**src/rtl/vga_dp_pkg.sv**
```systemverilog
package vga_dp_pkg;
  typedef enum logic [1:0] {FN_MOVE = 2'd0, FN_AND = 2'd1, FN_OR = 2'd2, FN_XOR = 2'd3} alu_fn_e;
  typedef enum logic [1:0] {WM_SETRST = 2'd0, WM_LATCH = 2'd1, WM_SPREAD = 2'd2, WM_HOLD = 2'd3} wr_mode_e;
endpackage

```
**src/rtl/plane_alu.sv**
```systemverilog
module plane_alu
  import vga_dp_pkg::*;
#(
  parameter int DATA_W = 8
) (
  input  wr_mode_e          wmode_i,
  input  alu_fn_e           fn_i,
  input  logic [DATA_W-1:0] cpu_byte_i,
  input  logic              cpu_bit_i,
  input  logic              sr_bit_i,
  input  logic              sr_en_i,
  input  logic [DATA_W-1:0] bit_mask_i,
  input  logic [DATA_W-1:0] latch_i,
  output logic [DATA_W-1:0] wr_byte_o
);
  logic [DATA_W-1:0] operand, fn_res, masked;

  always_comb begin
    if (wmode_i == WM_SPREAD)   operand = {DATA_W{cpu_bit_i}};
    else if (sr_en_i)           operand = {DATA_W{sr_bit_i}};
    else                        operand = cpu_byte_i;
  end

  always_comb begin
    unique case (fn_i)
      FN_AND:  fn_res = operand & latch_i;
      FN_OR:   fn_res = operand | latch_i;
      FN_XOR:  fn_res = operand ^ latch_i;
      default: fn_res = operand;
    endcase
  end

  assign masked    = (fn_res & bit_mask_i) | (latch_i & ~bit_mask_i);
  assign wr_byte_o = (wmode_i == WM_LATCH) ? latch_i : masked;

  // masked-off bits always carry the latch
  always_comb begin
    if (wmode_i == WM_SETRST || wmode_i == WM_SPREAD)
      a_r7_mask_keeps_latch: assert (((wr_byte_o ^ latch_i) & ~bit_mask_i) == '0);
  end
endmodule

```
**src/rtl/plane_store.sv**
```systemverilog
module plane_store #(
  parameter int DATA_W = 8,
  parameter int ADDR_W = 6
) (
  input  logic              clk_i,
  input  logic              rst_ni,
  input  logic              rd_en_i,
  input  logic              we_i,
  input  logic [ADDR_W-1:0] addr_i,
  input  logic [DATA_W-1:0] wdata_i,
  output logic [DATA_W-1:0] rd_byte_o,
  output logic [DATA_W-1:0] latch_o
);
  localparam int DEPTH = 1 << ADDR_W;

  logic [DATA_W-1:0] mem [DEPTH];

  assign rd_byte_o = mem[addr_i];

  always_ff @(posedge clk_i or negedge rst_ni) begin
    if (!rst_ni) begin
      for (int i = 0; i < DEPTH; i++) mem[i] <= '0;
    end else if (we_i) begin
      mem[addr_i] <= wdata_i;
    end
  end

  always_ff @(posedge clk_i or negedge rst_ni) begin
    if (!rst_ni)      latch_o <= '0;
    else if (rd_en_i) latch_o <= rd_byte_o;
  end

  a_r2_latch_load: assert property (@(posedge clk_i) disable iff (!rst_ni)
    rd_en_i |=> latch_o == $past(rd_byte_o));

  a_r12_write_commit: assert property (@(posedge clk_i) disable iff (!rst_ni)
    we_i |=> mem[$past(addr_i)] == $past(wdata_i));
endmodule

```
**src/rtl/vga_plane_datapath.sv**
```systemverilog
module vga_plane_datapath
  import vga_dp_pkg::*;
#(
  parameter int DATA_W     = 8,
  parameter int ADDR_W     = 6,
  parameter int NUM_PLANES = 4,
  localparam int SEL_W     = $clog2(NUM_PLANES)
) (
  input  logic                  clk_i,
  input  logic                  rst_ni,
  input  logic                  rd_en_i,
  input  logic                  wr_en_i,
  input  logic [ADDR_W-1:0]     addr_i,
  input  logic [DATA_W-1:0]     wdata_i,
  input  logic                  read_mode_i,
  input  logic [1:0]            write_mode_i,
  input  logic [7:0]            fn_reg_i,
  input  logic [NUM_PLANES-1:0] set_reset_i,
  input  logic [NUM_PLANES-1:0] sr_enable_i,
  input  logic [DATA_W-1:0]     bit_mask_i,
  input  logic [SEL_W-1:0]      map_sel_i,
  input  logic [NUM_PLANES-1:0] map_mask_i,
  output logic [DATA_W-1:0]     rdata_o
);
  wr_mode_e          wmode;
  alu_fn_e           fn;
  logic [DATA_W-1:0] rd_byte [NUM_PLANES];
  logic [DATA_W-1:0] latch   [NUM_PLANES];
  logic [DATA_W-1:0] wr_byte [NUM_PLANES];
  logic [NUM_PLANES-1:0] plane_we;
  logic              unused_fn_bits;

  assign wmode          = wr_mode_e'(write_mode_i);
  assign fn             = alu_fn_e'(fn_reg_i[4:3]);
  assign unused_fn_bits = ^{fn_reg_i[7:5], fn_reg_i[2:0]};

  for (genvar p = 0; p < NUM_PLANES; p++) begin : g_plane
    plane_alu #(.DATA_W(DATA_W)) u_alu (
      .wmode_i    (wmode),
      .fn_i       (fn),
      .cpu_byte_i (wdata_i),
      .cpu_bit_i  (wdata_i[p]),
      .sr_bit_i   (set_reset_i[p]),
      .sr_en_i    (sr_enable_i[p]),
      .bit_mask_i (bit_mask_i),
      .latch_i    (latch[p]),
      .wr_byte_o  (wr_byte[p])
    );

    assign plane_we[p] = wr_en_i && map_mask_i[p] && (wmode != WM_HOLD);

    plane_store #(.DATA_W(DATA_W), .ADDR_W(ADDR_W)) u_store (
      .clk_i     (clk_i),
      .rst_ni    (rst_ni),
      .rd_en_i   (rd_en_i),
      .we_i      (plane_we[p]),
      .addr_i    (addr_i),
      .wdata_i   (wr_byte[p]),
      .rd_byte_o (rd_byte[p]),
      .latch_o   (latch[p])
    );

    // latch copy mode forwards the latch verbatim
    always_comb begin
      if (wmode == WM_LATCH)
        a_r8_latch_copy: assert (wr_byte[p] == latch[p]);
    end
  end

  always_ff @(posedge clk_i or negedge rst_ni) begin
    if (!rst_ni)      rdata_o <= '0;
    else if (rd_en_i) rdata_o <= read_mode_i ? '0 : rd_byte[map_sel_i];
  end

  a_r3_read_select: assert property (@(posedge clk_i) disable iff (!rst_ni)
    rd_en_i && !read_mode_i |=> rdata_o == $past(rd_byte[map_sel_i]));

  a_r4_read_zero: assert property (@(posedge clk_i) disable iff (!rst_ni)
    rd_en_i && read_mode_i |=> rdata_o == '0);

  a_r3_read_hold: assert property (@(posedge clk_i) disable iff (!rst_ni)
    !rd_en_i |=> $stable(rdata_o));

  a_r11_hold_no_write: assert property (@(posedge clk_i) disable iff (!rst_ni)
    write_mode_i == 2'd3 |-> plane_we == '0);

  a_r10_mask_gates: assert property (@(posedge clk_i) disable iff (!rst_ni)
    (plane_we & ~map_mask_i) == '0);
endmodule

```
**config.mk**
```make
export PLATFORM = sky130hd
export DESIGN_NAME = vga_plane_datapath
export DESIGN_NICKNAME = d
export VERILOG_FILES = /design/src/rtl/vga_dp_pkg.sv /design/src/rtl/plane_alu.sv /design/src/rtl/plane_store.sv /design/src/rtl/vga_plane_datapath.sv
export SDC_FILE = /design/constraint.sdc
export NUM_CORES = 2
export LEC_CHECK = 0
export BUFFER_PORTS_ARGS = -buffer_cell sky130_fd_sc_hd__buf_2
export CORE_MARGIN = 10
export CORE_UTILIZATION = 50
export DETAILED_ROUTE_END_ITERATION = 8
export PLACE_DENSITY = 0.75
export SYNTH_ARGS = -nofsm -noshare
export SYNTH_HDL_FRONTEND = slang
export SYNTH_HIERARCHICAL = 1
export SYNTH_SLANG_ARGS = --single-unit
```
**constraint.sdc**
```tcl
create_clock -name clk_i -period 2.7 [get_ports clk_i]
set_clock_uncertainty 0.1 [all_clocks]
set_input_delay 0.405 -clock clk_i [delete_from_list [all_inputs] [get_ports clk_i]]
set_output_delay 0.405 -clock clk_i [all_outputs]
set_load 0.03 [all_outputs]
```
* After elaboration in Yosys (flattened, before gate mapping)
Cells that the tools add are included.
** Operators by class
- Multiplexer cells :: 38
- Bitwise gates (word level) :: 27
- Equality and inequality tests :: 6
- Order comparisons :: 3
- Reduce and logical (&&, ||, !) cells :: 9
** Operators by type and width (number)
- 512-bit bitwise mux :: 4
- 8-bit binary-select mux with 6-bit select :: 4
- 8-bit 2-to-1 mux :: 24
- 8-bit bitwise AND :: 12
- 8-bit case mux with 3 select lines :: 4
- 8-bit bitwise OR :: 8
- 8-bit demux with 6-bit select :: 1
- 8-bit bitwise XOR :: 4
- 8-bit binary-select mux with 2-bit select :: 1
- 1-bit logical AND :: 9
- 8-bit NOT :: 1
- 7-bit greater-or-equal comparator (second input constant) :: 1
- 7-bit by 1-bit less-than comparator with 1-bit output (second input constant) :: 1
- 6-bit NOT with 7-bit output :: 1
- 2-bit equality test (second input constant) :: 3
- 2-bit by 1-bit equality test with 1-bit output (second input constant) :: 2
- 3-bit greater-or-equal comparator (second input constant) :: 1
- 2-bit NOT with 3-bit output :: 1
- 2-bit != test (second input constant) :: 1
** Storage, ports and cells
- Output and inout bits :: 8
- Input port bits :: 51
- Register bits after elaboration :: 2088
- Logic and storage cells :: 344

* Logic depth before layout (Yosys ltp)
- Depth after elaboration :: 8
- Mapped depth :: 13
- Depth with buffers taken out :: 8

* By module
Netlist, hierarchy kept.
** Modules (own cells, without submodules)
- plane_store :: cells an instance 1788, seq. area each 13012.5 um^2, instances 4, area an instance 23811.6 um^2
- plane_alu :: cells an instance 124, seq. area each 0.0 um^2, instances 4, area an instance 937.1 um^2
- vga_plane_datapath :: cells an instance 34, seq. area each 200.2 um^2, instances 1, area an instance 511.7 um^2

* Worst setup path before layout
OpenSTA, ideal clock, no wires.
- Path kind :: in2reg
- From :: input port addr_i[0]
- To :: register rdata_o[0]
- Arrival time :: 2.810 ns
- Data required time :: 2.479 ns
- Path slack :: -0.331 ns
- Stages on the path :: 11
- Path buffers :: 3
- Cells stage by stage :: buf_6 > buf_6 > buf_2 > mux2_2 > a221o_1 > a22oi_1 > o22ai_1 > nor4_1 > nand3_1 > mux4_2 > a22o_1
** RTL lines
- start: declaration :: line vga_plane_datapath.sv:13 : input logic [ADDR_W-1:0] addr_i,
- end signal: assignment :: line vga_plane_datapath.sv:72 : else if (rd_en_i) rdata_o <= read_mode_i ? '0 : rd_byte[map_sel_i];
- end: declaration :: line vga_plane_datapath.sv:23 : output logic [DATA_W-1:0] rdata_o

==> impl_metrics.json <==
{
  "cp-end-kind": "register",
  "grt_pass1_vias": 78397,
  "postLayoutCoreUtil_pct": 63.3,
  "layout_common_cells": "mux2_2 (2137), dfrtp_1 (2088), buf_4 (1251)",
  "relSlewSlack_pct": 14.0,
  "period_share_pct": 109,
  "ys_seq_area_share_pct": 52.5,
  "coreArea_mm2": 0.198,
  "path_max_fanout": 2,
  "cts_tree": "built",
  "cpPeakStageDelay_ps": 490,
  "slew_viol_final": 0,
  "peakVddDrop_mv": 0.565,
  "finalPower_mw": 76.9,
  "clk-insertion-delay-late_ps": 870,
  "grt_use_total_pct": 31.2,
  "start_kind": "register",
  "finalSetupViolations": 8,
  "grt_max_degree": 104,
  "period_minus_slack_ps": 2950,
  "cts_buffers": 211,
  "hpwl_um": 244000,
  "num_io_pins": 59,
  "postRouteAntennaNets": 0,
  "hold_viol": 0,
  "die_area_mm2": 0.217,
  "syn_area_per_cell_um2": 13.0,
  "fillCellCount": 14268,
  "antenna_found_initial": 23,
  "drtIter0Drc": 8296,
  "cpLargestDelayFamily": "compound AO/OA/AOI/OAI gates",
  "crit_type": "register to register",
  "gp_congestion": 0.981,
  "rsz0062_at_grt": "true",
  "nets": 8958,
  "cp_num_buf_inv": 0,
  "hold_class": "primary input to asynchronous set/reset pin",
  "synth_edf_count": 0,
  "grt_overflow_total": 0,
  "powerDensity_mw_per_mm2": 615,
  "synth_area_mm2": 0.0995,
  "vias": 76408,
  "syn_inst": 7682,
  "syn2layout_area_growth_pct": 25.7,
  "path_clk_slew_ps": 60,
  "cp_cell_sequence": "mux2_2 > a221o_1 > a22oi_2 > o22ai_2 > a2111oi_4 > nand3_2 > mux4_2 > a22o_1",
  "synthAdderAreaFrac_pct": 0.805,
  "leakage_nw": 59.2,
  "rows": 163,
  "arrival_ps": 3600,
  "post-place-ws_ps": -1390,
  "dieHeight_um": 466,
  "clockBufferDepth": 3,
  "first_pass_iters": 7,
  "layout_commonest_cell": "mux2_2",
  "synth_warnings": 6,
  "crit_path_top_delay_cell": "mux4_2",
  "start_util_pct": 50.4,
  "violations": "negative setup slack",
  "maxCapViolCount": 0,
  "fmax_ghz": 0.339,
  "drc_errors": 0,
  "synth_cell_types": 74,
  "yosys.area_share.simple_pct": 5.38,
  "setup_ws_ps": -246,
  "wirelength_um": 350000,
  "wl_per_cell_um": 30.0,
  "worst_pin_slew_ps": 1290,
  "clock_sinks": 2088,
  "cts_root_buf": "clkbuf_16",
  "port_buffers": 52,
  "drive_above_1_share_pct": 51.3,
  "status": "finished, violations left",
  "yosys.area_share.xor_xnor_pct": 0,
  "vias_per_cell": 6.54,
  "async_reset_ff_share_pct": 100,
  "h-tree-depth": 4,
  "synth_compound_area_share_pct": 11.8,
  "synth_top_family_by_area": "multiplexers",
  "die_w_um": 466,
  "grt_pass1_wl_um": 518000,
  "synth.mux.area_fraction_pct": 26.4,
  "syn_nets": 7797,
  "synth_seq_cells": 2088,
  "synth_ff_type": "dfrtp_1",
  "cp.required_ps": 3350
}
## sequential cells by signal, indices dropped and copies added (netlist names)
register and flops:
g_plane.u_store/mem 2048, g_plane.u_store/latch_o 32, rdata_o 8
## power by group
group	internal [mW]	leakage (nW)	total, mW	switching (mW)
clock	17.2	3.51	30.0	12.8
combinational	5.06	27.1	11.8	6.73
sequential	33.7	28.6	35.1	1.46
## path summary, 6_finish.rpt
path | from | slack, ps | depth (start not counted) | end
worst max-delay path | g_plane[1].u_store/mem[275] | -250 | 8 | rdata_o[3]
worst min-delay path | rst_ni | 70 | 2 | g_plane[1].u_store/mem[83]
worst max register to register | g_plane[1].u_store/mem[275] | -250 | 8 | rdata_o[3]
worst min register to register | g_plane[3].u_store/mem[348] | 400 | 1 | g_plane[3].u_store/mem[348]
max in group asynchronous | rst_ni | 910 | 3 | g_plane[1].u_store/mem[506]
min in group clk_i | map_sel_i[0] | 120 | 3 | rdata_o[2]
## cell families (layout without fill, tap and decap cells)
| logic type | after synthesis | count (layout) |
|---|---|---|
| adders and majority gates | 64 | 64 |
| buffers and inverters | 720 | 2051 |
| DFF | 2088 | 2088 |
| AOI/OAI and AO/OA | 1525 | 1525 |
| and+or+nand+nor | 973 | 978 |
| other | 0 | 17 |
| muxes | 2312 | 2312 |
## metrics by stage
| step | cells | hold WS, ps | area (µm²) | setup TNS [ps] |
|---|---|---|---|---|
| detailed placement | 11202 | 247 | 116000 | -184100 |
| CTS | 11625 | 13.5 | 124000 | -949 |
| global route | 11670 | 40.8 | 125000 | -1250 |
| floorplan | 7682 | 9.41 | 100000 | -551 |
| finish | 11675 | 73.9 | 125000 | -1140 |
| global placement | 11202 | 243 | 116000 | -110730 |
## area by class of cell
class / count / area (µm²) / share of cell area (%)
repair buffers: 1614 / 15800 / 12.7
clock inverters: 80 / 846 / 0.676
well taps: 2640 / 3300 / 2.64
clock buffers: 308 / 6240 / 4.99
inverters: 49 / 184 / 0.147
multi-input cells: 4879 / 46400 / 37.1
flip-flops and latches: 2088 / 52300 / 41.8
diodes: 17 / 42.5 / 0.0340
## layer usage
| metal | global-route usage, % | part of all wire (%) | vias to the layer above |
|---|---|---|---|
| li1 | - | - | 31555 |
| met1 | 40.9 | 39 | 39664 |
| met2 | 48.8 | 46 | 4118 |
| met3 | 6.49 | 9.4 | 1065 |
| met4 | 16.5 | 6.0 | 6 |
| met5 | 0 | 0.011 | - |
## synthesized netlist by cell type (28+ instances only)
cell type,instances,area (µm²)
dfrtp_1,2088,52300
nand2_1,244,916
mux4_2,36,811
o221ai_1,40,350
ha_1,64,801
o2bb2ai_1,60,526
mux2_2,2148,24200
a21o_1,36,270
a22o_1,112,981
a31oi_1,40,250
a221oi_1,244,2140
nor2b_1,29,181
buf_1,125,469
a22oi_1,380,2850
buf_6,29,327
o21a_1,32,240
buf_2,128,641
a21oi_1,84,420
nor3_1,88,440
o21ai_1,32,160
a221o_1,96,961
nor2_1,100,375
nand3_1,80,400
and2b_1,28,210
mux2i_1,124,1240
o22ai_1,104,651
nand3b_1,36,270
o31ai_1,36,270
clkbuf_1,385,1450
nor2_2,128,801
nor4_1,48,300
inv_1,41,154
o21ai_0,112,561
## timing repair
| action | in CTS | in global routing |
|---|---|---|
| hold buffers | 5 | 0 |
| gates cloned | 5 | 3 |
| endpoints found under the setup margin | 9 | 8 |
| hold endpoints to repair | 1182 | 0 |
| pin swaps | 39 | 57 |
| gates resized for setup | 114 | 137 |
| buffers inserted | 26 | 31 |
## worst reg2reg max path: stages, from the launching register on
cell       delay [ps]
dfrtp_1           400
mux2_2            270
a221o_1           310
a22oi_2           250
o22ai_2           170
a2111oi_4         460
nand3_2           190
mux4_2            490
a22o_1            190
(Power assumes the default switching activity.)
